<file path="config.mk">
export PLATFORM = sky130hd
export DESIGN_NAME = usb_mode_ctrl
export DESIGN_NICKNAME = d
export VERILOG_FILES = /design/src/rtl/usb_mode_pkg.sv /design/src/rtl/umc_mode_reg.sv /design/src/rtl/umc_resume_timer.sv /design/src/rtl/umc_suspend_ctl.sv /design/src/rtl/usb_mode_ctrl.sv
export SDC_FILE = /design/constraint.sdc
export NUM_CORES = 1
export LEC_CHECK = 0
export BUFFER_PORTS_ARGS = -buffer_cell sky130_fd_sc_hd__clkbuf_2
export CAP_MARGIN = 10
export CORE_MARGIN = 1.5
export CORE_UTILIZATION = 44
export CTS_CLUSTER_DIAMETER = 30
export CTS_CLUSTER_SIZE = 40
export DETAILED_ROUTE_END_ITERATION = 8
export PLACE_DENSITY_LB_ADDON = 0.05
export RECOVER_POWER = 25
export SYNTH_ARGS = -nofsm -noshare
export SYNTH_HDL_FRONTEND = slang
export SYNTH_HIERARCHICAL = 1
export SYNTH_SLANG_ARGS = --single-unit
</file>
<file path="constraint.sdc">
create_clock -name clk_i -period 2.2 [get_ports clk_i]
set_clock_uncertainty 0.2 [all_clocks]
set_input_delay 0.11 -clock clk_i [delete_from_list [all_inputs] [get_ports clk_i]]
set_output_delay 0.11 -clock clk_i [all_outputs]
set_load 0.02 [all_outputs]
</file>
<file path="src/rtl/usb_mode_pkg.sv">
package usb_mode_pkg;
  localparam int unsigned REG_W      = 16;
  localparam int unsigned B_DMA_CLK  = 9;
  localparam int unsigned B_VBUS     = 8;
  localparam int unsigned B_CLK_AON  = 7;
  localparam int unsigned B_RESUME   = 6;
  localparam int unsigned B_SUSPEND  = 5;
  localparam int unsigned B_SOFT_RST = 4;
  localparam int unsigned B_GIE      = 3;
  localparam int unsigned B_WAKE_RD  = 2;

  localparam logic [REG_W-1:0] WR_MASK =
    (REG_W'(1) << B_DMA_CLK) | (REG_W'(1) << B_CLK_AON) | (REG_W'(1) << B_RESUME) |
    (REG_W'(1) << B_SUSPEND) | (REG_W'(1) << B_SOFT_RST) | (REG_W'(1) << B_GIE) |
    (REG_W'(1) << B_WAKE_RD);

  typedef enum logic [1:0] {RS_IDLE, RS_WAIT, RS_DRIVE} rsm_state_e;
  typedef enum logic [1:0] {SP_AWAKE, SP_WAIT, SP_STOPPED} susp_state_e;
endpackage

</file>
<file path="src/rtl/umc_mode_reg.sv">
module umc_mode_reg
  import usb_mode_pkg::*;
(
  input  logic             clk_i,
  input  logic             rst_ni,
  input  logic             wr_en_i,
  input  logic [REG_W-1:0] wdata_i,
  output logic [REG_W-1:0] mode_o,
  output logic             fire_resume_o,
  output logic             fire_susp_o,
  output logic             fire_srst_o
);
  logic [REG_W-1:0] mode_q;

  // command fires on a 0 written over a stored 1
  assign fire_resume_o = wr_en_i & ~wdata_i[B_RESUME]   & mode_q[B_RESUME];
  assign fire_susp_o   = wr_en_i & ~wdata_i[B_SUSPEND]  & mode_q[B_SUSPEND];
  assign fire_srst_o   = wr_en_i & ~wdata_i[B_SOFT_RST] & mode_q[B_SOFT_RST];

  always_ff @(posedge clk_i or negedge rst_ni) begin
    if (!rst_ni)          mode_q <= '0;
    else if (fire_srst_o) mode_q <= '0;
    else if (wr_en_i)     mode_q <= wdata_i & WR_MASK;
  end

  assign mode_o = mode_q;

  p_cmd_needs_write_r3: assert property (@(posedge clk_i) disable iff (!rst_ni)
    $rose(mode_q[B_RESUME]) |-> $past(wr_en_i));
  p_reserved_zero_r2: assert property (@(posedge clk_i) disable iff (!rst_ni)
    (mode_q & ~WR_MASK) == '0);
endmodule

</file>
<file path="src/rtl/umc_resume_timer.sv">
module umc_resume_timer
  import usb_mode_pkg::*;
#(
  parameter int unsigned DELAY_MS = 5,
  parameter int unsigned LEN_MS   = 10
) (
  input  logic clk_i,
  input  logic rst_ni,
  input  logic start_i,
  input  logic abort_i,
  input  logic tick_i,
  output logic resume_o,
  output logic busy_o
);
  localparam int unsigned MAXV  = (DELAY_MS > LEN_MS) ? DELAY_MS : LEN_MS;
  localparam int unsigned CNT_W = $clog2(MAXV + 1);
  localparam logic [CNT_W-1:0] DLY_LAST = CNT_W'(DELAY_MS - 1);
  localparam logic [CNT_W-1:0] LEN_LAST = CNT_W'(LEN_MS - 1);

  rsm_state_e       state_q;
  logic [CNT_W-1:0] cnt_q;

  always_ff @(posedge clk_i or negedge rst_ni) begin
    if (!rst_ni) begin
      state_q <= RS_IDLE;
      cnt_q   <= '0;
    end else if (abort_i) begin
      state_q <= RS_IDLE;
      cnt_q   <= '0;
    end else begin
      unique case (state_q)
        RS_IDLE: if (start_i) begin
          state_q <= RS_WAIT;
          cnt_q   <= '0;
        end
        RS_WAIT: if (tick_i) begin
          if (cnt_q == DLY_LAST) begin
            state_q <= RS_DRIVE;
            cnt_q   <= '0;
          end else cnt_q <= cnt_q + 1'b1;
        end
        RS_DRIVE: if (tick_i) begin
          if (cnt_q == LEN_LAST) begin
            state_q <= RS_IDLE;
            cnt_q   <= '0;
          end else cnt_q <= cnt_q + 1'b1;
        end
        default: state_q <= RS_IDLE;
      endcase
    end
  end

  assign resume_o = (state_q == RS_DRIVE);
  assign busy_o   = (state_q != RS_IDLE);

  p_resume_rise_on_tick_r4: assert property (@(posedge clk_i) disable iff (!rst_ni)
    $rose(resume_o) |-> $past(tick_i));
  p_resume_fall_on_tick_r4: assert property (@(posedge clk_i) disable iff (!rst_ni)
    $fell(resume_o) |-> ($past(tick_i) || $past(abort_i)));
  p_no_restart_r5: assert property (@(posedge clk_i) disable iff (!rst_ni)
    (resume_o && start_i && !abort_i && !tick_i) |=> resume_o);
endmodule

</file>
<file path="src/rtl/umc_suspend_ctl.sv">
module umc_suspend_ctl
  import usb_mode_pkg::*;
#(
  parameter int unsigned STOP_MS = 2
) (
  input  logic clk_i,
  input  logic rst_ni,
  input  logic start_i,
  input  logic abort_i,
  input  logic tick_i,
  input  logic clk_aon_i,
  input  logic wake_rd_i,
  input  logic rd_i,
  output logic suspended_o,
  output logic clk_en_o
);
  localparam int unsigned CNT_W = $clog2(STOP_MS + 1);
  localparam logic [CNT_W-1:0] STOP_LAST = CNT_W'(STOP_MS - 1);

  susp_state_e      state_q;
  logic [CNT_W-1:0] cnt_q;
  logic             wake;

  assign wake = rd_i & wake_rd_i;

  always_ff @(posedge clk_i or negedge rst_ni) begin
    if (!rst_ni) begin
      state_q <= SP_AWAKE;
      cnt_q   <= '0;
    end else if (abort_i) begin
      state_q <= SP_AWAKE;
      cnt_q   <= '0;
    end else begin
      unique case (state_q)
        SP_AWAKE: if (start_i) begin
          state_q <= SP_WAIT;
          cnt_q   <= '0;
        end
        SP_WAIT: begin
          if (wake) state_q <= SP_AWAKE;
          else if (tick_i && !clk_aon_i) begin
            if (cnt_q == STOP_LAST) state_q <= SP_STOPPED;
            else cnt_q <= cnt_q + 1'b1;
          end
        end
        SP_STOPPED: if (wake) state_q <= SP_AWAKE;
        default: state_q <= SP_AWAKE;
      endcase
    end
  end

  assign suspended_o = (state_q != SP_AWAKE);
  assign clk_en_o    = (state_q != SP_STOPPED);

  p_stop_on_tick_r6: assert property (@(posedge clk_i) disable iff (!rst_ni)
    $fell(clk_en_o) |-> ($past(tick_i) && !$past(clk_aon_i)));
  p_aon_keeps_clk_r7: assert property (@(posedge clk_i) disable iff (!rst_ni)
    (clk_en_o && clk_aon_i) |=> clk_en_o);
  p_wake_on_read_r8: assert property (@(posedge clk_i) disable iff (!rst_ni)
    (suspended_o && wake && !abort_i) |=> (!suspended_o && clk_en_o));
endmodule

</file>
<file path="src/rtl/usb_mode_ctrl.sv">
module usb_mode_ctrl
  import usb_mode_pkg::*;
#(
  parameter int unsigned RESUME_DELAY_MS = 5,
  parameter int unsigned RESUME_LEN_MS   = 10,
  parameter int unsigned SUSP_STOP_MS    = 2,
  parameter int unsigned VBUS_SYNC       = 2
) (
  input  logic        clk_i,
  input  logic        rst_ni,
  input  logic        wr_en_i,
  input  logic [15:0] wdata_i,
  input  logic        rd_en_i,
  output logic [15:0] rdata_o,
  input  logic        ms_tick_i,
  input  logic        vbus_i,
  input  logic        irq_pulse_mode_i,
  input  logic        irq_level_i,
  input  logic        irq_event_i,
  output logic        int_o,
  output logic        resume_o,
  output logic        suspended_o,
  output logic        core_clk_en_o,
  output logic        dma_clk_en_o,
  output logic        soft_rst_o
);
  logic [REG_W-1:0]     mode;
  logic                 fire_resume, fire_susp, fire_srst;
  logic                 resume_busy;
  logic [VBUS_SYNC-1:0] vbus_sync_q;
  logic                 srst_q, int_q;

  umc_mode_reg i_mode_reg (
    .clk_i, .rst_ni, .wr_en_i, .wdata_i,
    .mode_o        (mode),
    .fire_resume_o (fire_resume),
    .fire_susp_o   (fire_susp),
    .fire_srst_o   (fire_srst)
  );

  umc_resume_timer #(.DELAY_MS(RESUME_DELAY_MS), .LEN_MS(RESUME_LEN_MS)) i_resume (
    .clk_i, .rst_ni,
    .start_i  (fire_resume),
    .abort_i  (fire_srst),
    .tick_i   (ms_tick_i),
    .resume_o (resume_o),
    .busy_o   (resume_busy)
  );

  umc_suspend_ctl #(.STOP_MS(SUSP_STOP_MS)) i_susp (
    .clk_i, .rst_ni,
    .start_i     (fire_susp),
    .abort_i     (fire_srst),
    .tick_i      (ms_tick_i),
    .clk_aon_i   (mode[B_CLK_AON]),
    .wake_rd_i   (mode[B_WAKE_RD]),
    .rd_i        (rd_en_i),
    .suspended_o (suspended_o),
    .clk_en_o    (core_clk_en_o)
  );

  generate
    for (genvar s = 0; s < VBUS_SYNC; s++) begin : g_vsync
      always_ff @(posedge clk_i or negedge rst_ni) begin
        if (!rst_ni) vbus_sync_q[s] <= 1'b0;
        else if (s == 0) vbus_sync_q[s] <= vbus_i;
        else vbus_sync_q[s] <= vbus_sync_q[(s == 0) ? 0 : s-1];
      end
    end
  endgenerate

  always_ff @(posedge clk_i or negedge rst_ni) begin
    if (!rst_ni) begin
      srst_q <= 1'b0;
      int_q  <= 1'b0;
    end else begin
      srst_q <= fire_srst;
      int_q  <= mode[B_GIE] & (irq_pulse_mode_i ? irq_event_i : irq_level_i);
    end
  end

  always_comb begin
    rdata_o         = mode;
    rdata_o[B_VBUS] = vbus_sync_q[VBUS_SYNC-1];
  end

  assign dma_clk_en_o = mode[B_DMA_CLK];
  assign soft_rst_o   = srst_q;
  assign int_o        = int_q;

  p_srst_clears_r9: assert property (@(posedge clk_i) disable iff (!rst_ni)
    soft_rst_o |-> (!resume_o && !suspended_o && (mode == '0)));
  p_srst_one_cycle_r9: assert property (@(posedge clk_i) disable iff (!rst_ni)
    soft_rst_o |=> !soft_rst_o);
  p_int_needs_gie_r11: assert property (@(posedge clk_i) disable iff (!rst_ni)
    $rose(int_o) |-> $past(mode[B_GIE]));
  p_busy_covers_resume_r4: assert property (@(posedge clk_i) disable iff (!rst_ni)
    resume_o |-> resume_busy);
endmodule

</file>
==> summary.md <==
| Metric | Value |
|---|---|
| Fin. max-slew vios | `0` |
| Die area | `3155 um^2` |
| Placed insts | `181` |
| Seq pwr share | `0.410` |
| Status | `finished clean` |
| Initial cell density of the core | `0.4589` |
| CP max FO | `4` |
| Fin nets | `201` |
| Row cnt | `19` |
| Least-Margin Pin Slew | `1.128 ns` |
| Hold path endpoint | `i_mode_reg/mode_o[9]$_DFFE_PN0P_` |
| Final Non-Filler Cells | `198` |
| Drc violations | `0` |
| Vias in the first global route | `941` |
| Buffers on Ports | `29` |
| Final setup violating endpoints | `0` |
| CP Capture Type | `register` |
| Top-Level Pins | `47` |
| GRT Residual Overflow | `0` |
| Reg-to-Reg End | `i_resume/cnt_q[2]$_DFFE_PN0P_` |
| Hold path depth | `4` |
| Crit start category | `input port` |
| Setup TNS | `0 ns` |
| Die Wd | `56.17 um` |
| Most common cell after layout, fill and taps aside | `clkbuf_2` |
| Setup CP Type | `input port to register` |
| Post-DR wirelength/cell | `12.36 um` |
| Reg-to-reg slack, setup | `0.05 ns` |
| Max_cap viols | `0` |
| WP buf/inv | `2` |
| Synthesized area | `1244 um^2` |
| Fmax | `461.1 MHz` |
| Final Cycle Share | `0.9858` |
| Root buf cell | `clkbuf_4` |
| Most frequent cells in the layout | `clkbuf_2 (28), dfrtp_1 (20), inv_1 (14)` |
| CTS tree | `done` |
| Worst path cell trace | `dlygate4sd3_1 > clkbuf_2 > and2b_4 > and2_4 > nand2b_1 > or4_4 > or2_4 > o311ai_4` |
| Hold Fails Final Rpt | `0` |
| Clock power share | `0.157` |
| Routed WL | `2447 um` |
| DPL Wire Length | `1748 um` |
| Core area | `2710 um^2` |
| Minimum clock period | `2.169 ns` |
| Worst-path clk slew | `0.12 ns` |
| Static Leak | `0.7764 nW` |
| Yosys warnings | `6` |
| TritonCTS buffer count | `3` |
| Antenna violations before repair | `0` |
| Synth-to-Final Area Change | `26.06%` |
| N_diodes | `0` |
| Clock Sinks | `21` |
| Pin count of the biggest net entering global routing | `22` |
| Total GRT Usage | `0.1715` |
| Critical Path RT | `2.22 ns` |
| Worst Hold Launch | `wr_en_i` |
| Die height | `56.17 um` |
| Vias | `974` |
| Slew margin rel. | `0.2479` |
| Worst-Skew Late Latency | `0.30 ns` |
| Post-Syn Instances | `121` |
| H-tree Lvls | `1` |
| Global-route wire length before repair | `4202 um` |
| Top Family by Delay on Critical Path | `simple AND/OR/NAND/NOR gates` |
| Hold WC Path Type | `input port to register` |
| DRT iter0 DRCs | `26` |
| Unrepaired setup endpoints after global routing | `true` |
| Switching power | `0.4417 mW` |
| Vias/cell | `4.919` |
| Power per standard cell area | `764.1 nW/um^2` |
| CP peak stage delay | `0.52 ns` |
| R2R Path Start | `i_mode_reg/mode_o[4]$_DFFE_PN0P_` |
| Detail Route Antenna Nets | `0` |
| Avg Cell Area, Syn | `10.28 um^2` |
| Fraction of layout cells with a size suffix above 1 | `0.3234` |
| Clock buffer depth | `2` |
| Switching Fraction | `0.3687` |
| Combinational Power Share | `0.432` |
| First-pass DRT Iterations | `4` |
| Crit path max-delay cell type | `dlygate4sd3_1` |
| Reg2Reg Depth | `6` |
| Global placer's final weighted congestion | `0.7318` |
| Power Internal | `0.7562 mW` |
| Peak VDD IR | `0.4279 mV` |
| CP Data Arrival Time | `2.19 ns` |
| Core Util, Final | `0.5785` |
| Total Power | `1.198 mW` |
## power by group through the flow
stage	logic, mW	clock network, mW	registers (mW)
3_5_place_dp	0.488	0	0.500
5_1_grt	0.587	0.215	0.499
3_3_place_gp	0.471	0	0.497
4_1_cts	0.506	0.202	0.493
2_1_floorplan	0.345	0	0.509
6_report	0.518	0.188	0.492
## area by class of cell
cell class              instances  area (um^2)
well taps                      31        38.79
multi-input cells              82        620.6
clock inverters                 1        5.005
repair buffers                 46        301.5
flip-flops and latches         21        526.8
fillers                       240         1142
inverters                      14        52.55
clock buffers                   3        22.52
## what timing repair did
action,CTS,global route
endpoints found under the setup margin,0,2
hold endpoints to repair,31,0
gates resized for setup,0,2
setup buffers,0,1
hold buffers,12,0
## state kept, by name, summed over array words and instances, names as in the netlist
signal             count
i_susp/cnt_q           2
i_susp/state_q         2
int_o                  1
rdata_o                1
soft_rst_o             1
i_resume/state_q       2
vbus_sync_q            1
i_resume/cnt_q         4
i_mode_reg/mode_o      7
## worst max path at each step
stage	slack, ns	endpoint	start	cells past startpoint
3_5_place_dp	0.07	i_resume/cnt_q[2]$_DFFE_PN0P_	i_resume/state_q[0]$_DFFE_PN0P_	6
3_3_place_gp	0.08	i_resume/cnt_q[2]$_DFFE_PN0P_	i_resume/state_q[0]$_DFFE_PN0P_	6
5_1_grt	-0.007	i_resume/cnt_q[3]$_DFFE_PN0P_	wdata_i[4]	8
4_1_cts	0.03	i_resume/cnt_q[2]$_DFFE_PN0P_	i_resume/state_q[0]$_DFFE_PN0P_	6
2_1_floorplan	0.004	i_resume/cnt_q[2]$_DFFE_PN0P_	i_mode_reg/mode_o[4]$_DFFE_PN0P_	6
6_report	0.03	i_resume/cnt_q[2]$_DFFE_PN0P_	wdata_i[4]	8
## worst reg2reg max path, stage by stage (launching register included)
cell and delay, ns:
dfrtp_2 0.43, and2b_4 0.17, and2_4 0.14, nand2b_1 0.13, or4_4 0.52, or2_4 0.28
o311ai_4 0.21
## stage by stage
| step | worst slack (ns) | hold WS, ns | area (um^2) |
|---|---|---|---|
| 4_1_cts | 0.03012 | 0.01989 | 1549 |
| 3_5_place_dp | 0.07079 | -0.08197 | 1401 |
| 3_3_place_gp | 0.08250 | -0.07920 | 1401 |
| 2_1_floorplan | 0.003556 | -0.3856 | 1274 |
| 6_report | 0.03132 | 0.03233 | 1568 |
| 5_1_grt | -0.006902 | 0.03681 | 1568 |
## metal layers
metal | track usage | vias up | share of wire
li1 | - | 484 | -
met1 | 0.2098 | 464 | 0.46
met2 | 0.3008 | 24 | 0.50
met3 | 0.03023 | 2 | 0.035
met4 | 0.06122 | 0 | 0.0074
met5 | 0 | - | 0
(Power assumes the default switching activity.)
